$ cat src/rtl/sdg_pkg.sv
package sdg_pkg;
    typedef enum logic [1:0] {
        SG_IDLE  = 2'd0,
        SG_ARMED = 2'd1,
        SG_RUN   = 2'd2
    } sg_state_e;
endpackage

$ cat src/rtl/sdg_ctrl.sv
module sdg_ctrl
    import sdg_pkg::*;
#(
    parameter int TIME_W = 48
) (
    input  logic              clk,
    input  logic              rst_n,
    input  logic              start_cmd,
    input  logic              stop_cmd,
    input  logic [TIME_W-1:0] sync_time,
    input  logic [TIME_W-1:0] start_time,
    output logic              launch,
    output logic              run
);
    sg_state_e state_q, state_d;
    logic      reached;

    assign reached = (sync_time >= start_time);

    always_comb begin
        state_d = state_q;
        unique case (state_q)
            SG_IDLE:  if (start_cmd && !stop_cmd) state_d = SG_ARMED;
            SG_ARMED: begin
                if (stop_cmd)     state_d = SG_IDLE;
                else if (reached) state_d = SG_RUN;
            end
            SG_RUN:   if (stop_cmd) state_d = SG_IDLE;
            default:  state_d = SG_IDLE;
        endcase
    end

    always_ff @(posedge clk) begin
        if (!rst_n) state_q <= SG_IDLE;
        else        state_q <= state_d;
    end

    always_comb begin
        launch = (state_q == SG_ARMED) && !stop_cmd && reached;
        run    = (state_q == SG_RUN);
    end


    stop_to_idle_chk: assert property (@(posedge clk) disable iff (!rst_n)
        stop_cmd |=> (state_q == SG_IDLE));


    run_holds_chk: assert property (@(posedge clk) disable iff (!rst_n)
        (state_q == SG_RUN) && !stop_cmd |=> (state_q == SG_RUN));
endmodule

$ cat src/rtl/sdg_drift_meter.sv
module sdg_drift_meter #(
    parameter int TIME_W   = 48,
    parameter int PERIOD_W = 24,
    parameter int CARRY_W  = 16
) (
    input  logic                      clk,
    input  logic                      rst_n,
    input  logic                      launch,
    input  logic                      active,
    input  logic [TIME_W-1:0]         sync_time,
    input  logic [PERIOD_W-1:0]       corr_period,
    output logic                      boundary,
    output logic signed [CARRY_W-1:0] drift
);
    logic [TIME_W-1:0] base_q;
    logic [TIME_W-1:0] local_q;
    logic [TIME_W-1:0] elapsed;
    logic [TIME_W-1:0] period_ext;
    logic [TIME_W-1:0] diff;

    always_comb begin
        period_ext = TIME_W'(corr_period);
        elapsed    = sync_time - base_q;
        diff       = elapsed - local_q;
        boundary   = active && (elapsed >= period_ext);
        drift      = diff[CARRY_W-1:0];
    end

    always_ff @(posedge clk) begin
        if (!rst_n) begin
            base_q  <= '0;
            local_q <= '0;
        end else if (launch) begin
            base_q  <= sync_time;
            local_q <= TIME_W'(1);
        end else if (boundary) begin
            base_q  <= base_q + period_ext;
            local_q <= elapsed - period_ext + TIME_W'(1);
        end else if (active) begin
            local_q <= local_q + TIME_W'(1);
        end
    end
endmodule

$ cat src/rtl/sdg_delta_shaper.sv
module sdg_delta_shaper #(
    parameter int IDX_W   = 8,
    parameter int CARRY_W = 16,
    parameter int NOMINAL = 25,
    parameter int MAX_ADJ = 5
) (
    input  logic                      clk,
    input  logic                      rst_n,
    input  logic                      active,
    input  logic                      halt,
    input  logic                      boundary,
    input  logic signed [CARRY_W-1:0] drift,
    input  logic [IDX_W-1:0]          cycle_deltas,
    output logic                      strobe,
    output logic [IDX_W-1:0]          idx
);
    localparam int LEN_W = $clog2(NOMINAL + MAX_ADJ + 1);
    localparam logic signed [CARRY_W-1:0] ADJ_HI = CARRY_W'(MAX_ADJ);
    localparam logic signed [CARRY_W-1:0] ADJ_LO = -ADJ_HI;
    localparam logic signed [CARRY_W-1:0] NOM_S  = CARRY_W'(NOMINAL);
    localparam logic [LEN_W-1:0] LEN_NOM = LEN_W'(NOMINAL);
    localparam logic [LEN_W-1:0] LEN_MIN = LEN_W'(NOMINAL - MAX_ADJ);
    localparam logic [LEN_W-1:0] LEN_MAX = LEN_W'(NOMINAL + MAX_ADJ);

    logic [LEN_W-1:0]          tick_q, len_q, new_len;
    logic [IDX_W-1:0]          idx_q;
    logic signed [CARRY_W-1:0] carry_q, carry_eff, adj, len_s;
    logic                      delta_end, last_idx;

    always_comb begin
        carry_eff = carry_q - (boundary ? drift : '0);
        if (carry_eff > ADJ_HI)      adj = ADJ_HI;
        else if (carry_eff < ADJ_LO) adj = ADJ_LO;
        else                         adj = carry_eff;
        len_s     = NOM_S + adj;
        new_len   = len_s[LEN_W-1:0];
        delta_end = (tick_q == len_q - LEN_W'(1));
        last_idx  = (idx_q == cycle_deltas - IDX_W'(1));
        strobe    = active && (tick_q == '0);
        idx       = idx_q;
    end

    always_ff @(posedge clk) begin
        if (!rst_n || !active || halt) begin
            tick_q  <= '0;
            len_q   <= LEN_NOM;
            idx_q   <= '0;
            carry_q <= '0;
        end else if (delta_end) begin
            tick_q  <= '0;
            len_q   <= new_len;
            carry_q <= carry_eff - adj;
            idx_q   <= last_idx ? '0 : idx_q + IDX_W'(1);
        end else begin
            tick_q  <= tick_q + LEN_W'(1);
            carry_q <= carry_eff;
        end
    end


    len_bounds_chk: assert property (@(posedge clk) disable iff (!rst_n)
        (len_q >= LEN_MIN) && (len_q <= LEN_MAX));


    strobe_spacing_chk: assert property (@(posedge clk) disable iff (!rst_n)
        strobe |=> !strobe);
endmodule

$ cat src/rtl/sched_delta_gen.sv
module sched_delta_gen #(
    parameter int TIME_W   = 48,
    parameter int PERIOD_W = 24,
    parameter int IDX_W    = 8,
    parameter int CARRY_W  = 16,
    parameter int NOMINAL  = 25,
    parameter int MAX_ADJ  = 5
) (
    input  logic                clk,
    input  logic                rst_n,
    input  logic                start_cmd,
    input  logic                stop_cmd,
    input  logic [TIME_W-1:0]   sync_time,
    input  logic [TIME_W-1:0]   start_time,
    input  logic [PERIOD_W-1:0] corr_period,
    input  logic [IDX_W-1:0]    cycle_deltas,
    output logic                delta_strobe,
    output logic [IDX_W-1:0]    delta_idx,
    output logic                running
);
    logic                      launch, run, boundary;
    logic signed [CARRY_W-1:0] drift;

    sdg_ctrl #(.TIME_W(TIME_W)) ctrl_i (
        .clk(clk), .rst_n(rst_n), .start_cmd(start_cmd), .stop_cmd(stop_cmd),
        .sync_time(sync_time), .start_time(start_time),
        .launch(launch), .run(run)
    );

    sdg_drift_meter #(.TIME_W(TIME_W), .PERIOD_W(PERIOD_W), .CARRY_W(CARRY_W)) meter_i (
        .clk(clk), .rst_n(rst_n), .launch(launch), .active(run),
        .sync_time(sync_time), .corr_period(corr_period),
        .boundary(boundary), .drift(drift)
    );

    sdg_delta_shaper #(.IDX_W(IDX_W), .CARRY_W(CARRY_W),
                       .NOMINAL(NOMINAL), .MAX_ADJ(MAX_ADJ)) shaper_i (
        .clk(clk), .rst_n(rst_n), .active(run), .halt(stop_cmd),
        .boundary(boundary), .drift(drift), .cycle_deltas(cycle_deltas),
        .strobe(delta_strobe), .idx(delta_idx)
    );

    assign running = run;


    idle_quiet_chk: assert property (@(posedge clk) disable iff (!rst_n)
        !running |-> (delta_idx == '0) && !delta_strobe);


    launch_strobe_chk: assert property (@(posedge clk) disable iff (!rst_n)
        $rose(running) |-> delta_strobe && (delta_idx == '0));
endmodule

$ cat config.mk
export PLATFORM = sky130hd
export DESIGN_NAME = sched_delta_gen
export DESIGN_NICKNAME = d
export VERILOG_FILES = /design/src/rtl/sdg_pkg.sv /design/src/rtl/sdg_ctrl.sv /design/src/rtl/sdg_drift_meter.sv /design/src/rtl/sdg_delta_shaper.sv /design/src/rtl/sched_delta_gen.sv
export SDC_FILE = /design/constraint.sdc
export NUM_CORES = 1
export LEC_CHECK = 0
export BUFFER_PORTS_ARGS = -buffer_cell sky130_fd_sc_hd__buf_2
export CORE_MARGIN = 8
export CORE_UTILIZATION = 25
export CTS_CLUSTER_DIAMETER = 80
export CTS_CLUSTER_SIZE = 14
export DETAILED_ROUTE_END_ITERATION = 6
export SLEW_MARGIN = 10
export SYNTH_ARGS = -nofsm -noshare
export SYNTH_HDL_FRONTEND = slang
export SYNTH_SLANG_ARGS = --single-unit
$ cat constraint.sdc
create_clock -name clk -period 21.9 [get_ports clk]
set_input_delay 4.38 -clock clk [delete_from_list [all_inputs] [get_ports clk]]
set_output_delay 4.38 -clock clk [all_outputs]
set_load 0.005 [all_outputs]
Yosys cells after proc, flatten, opt, wreduce, memory -nomap -nowiden
Cells that the tools add are included.
{"block": "op_classes", "eq_ne": 7, "n_lt_le_gt_ge": 4, "reduce_logical": 18, "addsub": 13, "n_mux": 15, "bitwise": 1}
{"operator": "48-bit two-way mux", "count": 4}
{"operator": "48-bit by 1-bit adder with 48-bit output, second input constant", "count": 2}
{"operator": "16-bit two-way mux", "count": 4}
{"operator": "48-bit by 24-bit adder with 48-bit output", "count": 1}
{"operator": "48-bit by 24-bit greater-or-equal comparator with 1-bit output", "count": 1}
{"operator": "48-bit greater-or-equal comparator", "count": 1}
{"operator": "16-bit subtractor", "count": 3}
{"operator": "48-bit by 24-bit subtractor with 48-bit output", "count": 1}
{"operator": "48-bit subtractor", "count": 1}
{"operator": "16-bit by 4-bit greater-than comparator with 1-bit output, second input constant", "count": 1}
{"operator": "16-bit by 4-bit < comparator with 1-bit output, second input constant", "count": 1}
{"operator": "8-bit by 1-bit adder with 8-bit output, second input constant", "count": 1}
{"operator": "8-bit == test", "count": 1}
{"operator": "2-bit two-way mux", "count": 4}
{"operator": "8-bit two-way mux", "count": 1}
{"operator": "8-bit by 1-bit subtractor with 8-bit output, second input constant", "count": 1}
{"operator": "2-bit case mux with 3 select lines", "count": 1}
{"operator": "4-bit by 5-bit adder with 5-bit output, first input constant", "count": 1}
{"operator": "5-bit by 1-bit adder with 5-bit output, second input constant", "count": 1}
{"operator": "5-bit == test", "count": 1}
{"operator": "1-bit logical AND", "count": 5}
{"operator": "5-bit zero test", "count": 1}
{"operator": "5-bit by 1-bit subtractor with 5-bit output, second input constant", "count": 1}
{"operator": "2-bit nonzero test", "count": 2}
{"operator": "13 further kinds", "count": 17}
{"block": "word_totals", "ff_bits": 132, "input_bits": 132, "out_inout_bits": 10, "wordCells": 66}

Depth between registers and ports, before layout
Gate-level depths: netlist of the first run.
{"block": "logic_depth", "depth_word": 10, "mapped_depth": 58, "depth_no_buf": 55}

By module
From an unflattened synthesis of the first run, not the netlist that was laid out.
{"block": "unflattened", "cells_unflattened": 2014, "hier_area_um2": 14863.0}
{"mod": "sdg_drift_meter", "cells_per_inst": 1351, "seq_area_each_um2": 1281.2, "area_per_inst_um2": 9879.5, "n_inst": 1}
{"mod": "sdg_delta_shaper", "cells_per_inst": 477, "seq_area_each_um2": 680.7, "area_per_inst_um2": 3656.0, "n_inst": 1}
{"mod": "sdg_ctrl", "cells_per_inst": 186, "seq_area_each_um2": 40.0, "area_per_inst_um2": 1327.5, "n_inst": 1}

Worst setup path after synthesis of the first run
Ideal clock, no wire load.
{"block": "synth_path", "path_type": "input to register", "startpoint": "input port sync_time[0]", "endpoint": "register shaper_i.carry_q[10]", "path_buffers": 4, "arrival_time_ns": 14.699, "slack_ns": 7.076, "stages": 54, "required_time_ns": 21.774, "setup_time_ns": 0.126, "path_cell_list": "inv_1 -> ha_1 -> inv_1 -> fa_1 -> a211oi_2 -> nor2_1 -> nor2_1 -> inv_1 -> a21oi_1 -> o21ai_0 -> a21oi_1 -> o21a_1 -> xnor2_1 -> ha_1 -> fa_1 -> a31oi_1 -> nor2_1 -> nor3_1 -> [... 18 more ...] -> xor2_1 -> a21o_1 -> and2_1 -> nand2_1 -> or4_1 -> ha_1 -> inv_1 -> or3_1 -> buf_6 -> o21a_1 -> ha_1 -> nand2_1 -> a31oi_1 -> o21ba_1 -> buf_6 -> or3_1 -> a21oi_1 -> o22ai_1"}
{"block": "synth_between", "elab_chain_cells": 10, "word_cells_on_any_way": 12, "classes_between": "add/sub: 4; order compare: 3; mux: 4; reduce/logical: 1"}
{"item": "start: declaration", "line": "sched_delta_gen.sv:13", "text": "input logic [TIME_W-1:0] sync_time,"}
{"item": "48-bit subtractor *", "line": "sdg_drift_meter.sv:23", "text": "elapsed = sync_time - base_q;"}
{"item": "48-bit by 24-bit greater-or-equal comparator with 1-bit output", "line": "sdg_drift_meter.sv:25", "text": "boundary = active && (elapsed >= period_ext);"}
{"item": "1-bit logical AND", "line": "sdg_drift_meter.sv:25"}
{"item": "16-bit two-way mux *", "line": "sdg_delta_shaper.sv:31", "text": "carry_eff = carry_q - (boundary ? drift : '0);"}
{"item": "16-bit subtractor *", "line": "sdg_delta_shaper.sv:31"}
{"item": "16-bit by 4-bit < comparator with 1-bit output", "line": "sdg_delta_shaper.sv:33", "text": "else if (carry_eff < ADJ_LO) adj = ADJ_LO;"}
{"item": "16-bit two-way mux", "line": "sdg_delta_shaper.sv:33"}
{"item": "16-bit two-way mux", "line": "sdg_delta_shaper.sv:32", "text": "if (carry_eff > ADJ_HI) adj = ADJ_HI;"}
{"item": "16-bit subtractor", "line": "sdg_delta_shaper.sv:52", "text": "carry_q <= carry_eff - adj;"}
{"item": "16-bit two-way mux *", "line": "sdg_delta_shaper.sv:49", "text": "end else if (delta_end) begin"}
{"item": "end signal: assignment", "line": "sdg_delta_shaper.sv:52"}
{"item": "end signal: assignment", "line": "sdg_delta_shaper.sv:56", "text": "carry_q <= carry_eff;"}
{"item": "end: declaration", "line": "sdg_delta_shaper.sv:27", "text": "logic signed [CARRY_W-1:0] carry_q, carry_eff, adj, len_s;"}
Every way passes the cells marked *; elsewhere a longest branch is shown, timed or not.
A chain may end at the register's enable or synchronous reset.

Worst setup path in the final report of the first run
Same ends and word-level chain as after synthesis.

==> results.cfg, run 1 <==
[grt]
grt_max_degree = 72
grt_pass1_vias = 13800
grtUsageTotal_pct = 13.6
grt_pass1_wl_um = 72200
antenna_found_initial = 3
gr-total-overflow = 0

[clocking]
cts.clk_slew.worst_paths_ns = 0.08
postCtsSetupRepairBufs = 0
clock_path_buffers = 2
clk_latency_ns = 0.39
cts_root_buffer = clkbuf_16
cts.sinks = 100
h-tree-depth = 3
cts-hold-fix-buffers = 0
cts-buffers-inserted = 9
cts_tree = done
ctsResizeCount = 0

[timing]
slew_violations = 0
finClkSkew_ns = 0.0159
fmax_mhz = 60.5
post-route-min-period_ns = 16.53
maxSlewHeadroom_pct = 20.5
worst_pin_slew_ns = 1.16
finalHoldViolations = 0
fin_tns_setup_ns = 0
setup_ws_ns = 5.37
post-route-period-util_pct = 75.5
setup_violations = 0
rsz0062_at_grt = false

[logic_synthesis]
async_flop_share_pct = 0
mappedNetlistArea_um2 = 14200
synth_top_area_share_pct = 17.7
synth_warnings = 0
synth_edf_count = 0
syn_inst = 1983
ys_ff_latch = 100
syn_avg_cell_area_um2 = 7.15
yosys-top-cells-area = ha_1 18%, dfxtp_1 14%, a21oi_1 6.4%
synth_ff_type = dfxtp_1
synthesis.nets = 2327
synth_top_cell_by_area = ha_1
synth_cell_types = 94
yosysSeqAreaShare_pct = 14.1

[layout]
most-common-layout-cells = 201 x inv_1, 200 x ha_1, 189 x nor2_1
fillers = 6236
layout_commonest_cell = inv_1
fin_nets = 2433
fin_cells = 2851
layout-drive-gt1-share_pct = 10.1
utilization_pct = 28.5
syn_to_final_growth_pct = 13.2

[power_and_ir_drop]
p_leak_uw = 0.00673
total_power_uw = 799
power_density_nw_per_um2 = 49.8
max-vdd-ir-drop_v = 0.0000366

[setup_path]
critPathArrivalTime_ns = 16.80
startpoint_type = primary input
worst_setup_path_end_kind = register
crit_top_cell = ha_1
crit_required_ns = 22.17
critPathMaxFanout = 17
slowest_stage = o21ai_2
critPathKind = in -> reg
reg2reg_depth = 49
max_stage_delay_ns = 0.78

[detailed_routing]
wl_um = 44600
ant_nets = 0
drt_iter0_drc = 831
via_per_inst = 5.06
routedWlPerCell_um = 15.6
route.detailed.drc = 0
vias = 14400
dr.pass1.iters = 5

[floorplan]
core_um2 = 56300
die_h_um = 254
core.rowCount = 87
dieWidth_um = 254
die_area_um2 = 64600
io_pins = 142
start_util_pct = 25.2

[place]
dp_hpwl_um = 36200
portBuffers = 141
dp.cells = 2834
gp_congestion = 0.880
pre_cts_slack_ns = 5.08

[worst_hold_path]
hold_depth = 1
hold_path_class = reg -> reg

[status]
status = completed

[run]
maxCapViolations = 0
-- state kept, by name, summed over array words and instances, names as in the netlist --
name	count
ctrl_i.state_q	2
meter_i.base_q	48
meter_i.local_q	16
shaper_i.carry_q	16
shaper_i.idx	8
shaper_i.len_q	5
shaper_i.tick_q	5
-- layout make-up --
cell class	instances	area [µm²]	area share [%]
Sequential cell	100	2000	12.5
Timing Repair Buffer	157	826	5.15
Antenna cell	1	2.50	0.0156
Multi-Input combinational cell	1619	11200	69.7
Clock inverter	7	98.8	0.616
Inverter	202	758	4.73
Tap cell	756	946	5.90
Clock buffer	9	225	1.40
-- kinds of logic after synthesis --
kind of cell | count (synthesis) | share of synthesized area (%)
AOI/OAI and AO/OA | 599 | 27.7
buffers and inverters | 264 | 7.18
DFF | 100 | 14.1
and+or+nand+nor | 673 | 23.2
adders and majority gates | 212 | 19.3
xor gates and xnor gates | 121 | 7.48
muxes | 14 | 0.997
-- metal layers --
metal  vias up  global-route usage [%]  wire [µm]
li1       7360                       -          -
met1      6678                    18.5      21600
met2       333                    22.3      20200
met3        50                    1.91       2130
met4         4                    3.50        703
met5         -                       0         27
-- worst max-delay path: cells and delay by family --
| kind | cells | cell delay (ns) |
|---|---|---|
| AOI/OAI and AO/OA | 21 | 4.75 |
| and+or+nand+nor | 16 | 4.25 |
| adders and majority gates | 7 | 2.26 |
| buffers and inverters | 5 | 0.58 |
| xor gates and xnor gates | 2 | 0.54 |
-- metrics by stage --
step	hold WS [ns]	cell area, µm²
global route	0.499	16000
global placement	0.446	15700
CTS	0.462	16000
floorplan	0.426	14200
finish	0.465	16000
detailed placement	0.450	15700
-- cells in the mapped netlist (8+ instances only) --
master      n
xnor2_1    68
nand2b_1   25
dfxtp_1   100
o21ai_1    23
o21ai_0    99
ha_1      200
a211oi_1   20
nand2_1   171
or3_1      10
a22oi_1    10
o31ai_1    15
nand4_1    29
nor4_1      8
xor2_1     53
nand3_1    63
fa_1       12
and3_1     28
a31oi_1    19
o211ai_1   16
inv_1     201
o21a_1     27
mux2i_1    13
nor2_1    191
nor2b_1    17
o22ai_1     8
and2_1     16
a21o_1     46
a21oi_1   182
a221oi_1   29
a21boi_0    9
clkbuf_1   50
nor3_1     60
o21bai_1   16
-- power by group --
group	leakage, µW	switching [µW]	internal [µW]
logic	0.00576	252	168
registers	0.000807	2.00	184
clock network	0.000162	91.5	102
-- worst paths after layout --
check / end / slack, ns / startpoint
hold reg to reg: ctrl_i.state_q[0] / 0.46 / ctrl_i.state_q[1]
setup / recovery: shaper_i.carry_q[10] / 5.37 / sync_time[0]
setup reg to reg: shaper_i.carry_q[10] / 9.17 / meter_i.base_q[0]
hold / removal: ctrl_i.state_q[0] / 0.46 / ctrl_i.state_q[1]
No activity file was read; power rests on OpenSTA's default activity.
==> inputs of run 2 (changes only) <==
- clock period: 21.9 -> 14.2 ns (I/O delays scaled with it)
==> results.cfg, run 2 (synthesized netlist as in run 1, its figures left out) <==
[status]
status = completed

[setup_path]
crit_buf_inv = 8
rr_startpoint = meter_i.base_q[0]
worst_setup_path_end_kind = register
critPathArrivalTime_ns = 13.46
r2r_slack_ns = 3.29
critPathMaxFanout = 9
slowest_stage = or4_4
cp_top_family = compound AO/OA/AOI/OAI gates
startpoint_type = primary input
max_stage_delay_ns = 0.49
reg2reg_depth = 53
critPathKind = in -> reg
crit_required_ns = 14.48
r2r_end = shaper_i.carry_q[10]
cp.depth = 55

[clocking]
cts-buffers-inserted = 9
clock_path_buffers = 2
cts-hold-fix-buffers = 0
cts_tree = done
clk_latency_ns = 0.40
cts_root_buffer = clkbuf_16
cts.clk_slew.worst_paths_ns = 0.08
h-tree-depth = 3
postCtsSetupRepairBufs = 0
cts.sinks = 100
ctsResizeCount = 0

[timing]
slew_violations = 0
post-route-period-util_pct = 92.8
rsz0062_at_grt = false
fin_tns_setup_ns = 0
worst_pin_slew_ns = 1.24
maxSlewHeadroom_pct = 15.0
fmax_mhz = 75.9
setup_violations = 0
finalHoldViolations = 0
finClkSkew_ns = 0.0166
setup_ws_ns = 1.02
post-route-min-period_ns = 13.18

[floorplan]
core_um2 = 56300
die_h_um = 254
core.rowCount = 87
dieWidth_um = 254
start_util_pct = 25.2
io_pins = 142
die_area_um2 = 64600

[layout]
layout_commonest_cell = inv_1
multiInputGateArea_um2 = 11200
syn_to_final_growth_pct = 13.9
regArea_um2 = 2000
most-common-layout-cells = 201 x inv_1, 200 x ha_1, 189 x nor2_1
layout-drive-gt1-share_pct = 10.6
fillers = 6208
fin_nets = 2443
reg_top3 = meter_i.base_q: 48 flops, meter_i.local_q: 16 flops, shaper_i.carry_q: 16 flops
largest_reg_flops = 48
max_flop_register = meter_i.base_q

[grt]
grtUsageTotal_pct = 13.5
grt_pass1_wl_um = 71100
antenna_found_initial = 5
grt_pass1_vias = 13500
gr-total-overflow = 0
grt_max_degree = 72

[worst_hold_path]
hold_path_class = reg -> reg
hp-start = ctrl_i.state_q[1]
whs_endpoint = ctrl_i.state_q[0]
hold_depth = 1

[power_and_ir_drop]
max-vdd-ir-drop_v = 0.0000644
power_density_nw_per_um2 = 76.7
p_leak_uw = 0.00678

[place]
gp_congestion = 0.903
portBuffers = 141
dp_hpwl_um = 36500
pre_cts_slack_ns = 0.528

[run]
maxCapViolations = 0

[detailed_routing]
route.detailed.drc = 0
wl_um = 44600
ant_nets = 0
dr.pass1.iters = 6
vias = 14300
via_per_inst = 5.01
drt_iter0_drc = 878
routedWlPerCell_um = 15.6
[run 2: changes by cell type in the layout (fill, tap and decap cells not counted), moves of 2 or more]
cell      delta
buf_4       +10
clkinv_2     -2
diode_2      +2
inv_6        +2
[run 2: per-stage QoR]
stage	cells	util, %	hold slack [ns]	cell area, µm²	power [µW]
after global routing	2860	28.7	0.487	16100	1330
after detailed placement	2844	28.1	0.448	15800	937
after floorplan	1983	-	0.426	14200	782
after CTS	2860	28.6	0.458	16100	1250
after global placement	2844	28.1	0.445	15800	940
final	2863	28.7	0.455	16100	1240
[run 2: how the worst max path moves through the flow]
| stage | slack, ns | startpoint | end |
|---|---|---|---|
| after detailed placement | 0.53 | sync_time[0] | shaper_i.carry_q[8] |
| after global placement | 0.67 | sync_time[0] | shaper_i.carry_q[10] |
| after CTS | 0.91 | sync_time[0] | shaper_i.carry_q[8] |
| after global routing | 0.08 | sync_time[0] | shaper_i.carry_q[8] |
| final | 1.02 | sync_time[0] | shaper_i.carry_q[10] |
| after floorplan | 0.92 | sync_time[0] | shaper_i.carry_q[10] |
[run 2: layer usage]
metal | wire length, µm | track usage, % | vias to the layer above
met2 | 20200 | 22.4 | 322
met5 | 13 | 0 | -
li1 | - | - | 7374
met4 | 629 | 2.96 | 2
met1 | 21300 | 18.1 | 6597
met3 | 2390 | 2.58 | 36
[run 2: layout make-up]
type                    instances  area share [%]
repair buffers                167            5.58
clock inverters                 6           0.581
inverters                     202            4.70
flip-flops and latches        100            12.4
clock buffers                  10            1.48
diodes                          3          0.0465
well taps                     756            5.86
multi-input cells            1619            69.4
[run 2: power by group]
group	internal [µW]	leakage [µW]	switching [µW]	total (µW)
clock network	161	0.000160	137	298
logic	264	0.00581	389	653
registers	284	0.000807	3.07	287
total	709	0.00678	530	1240
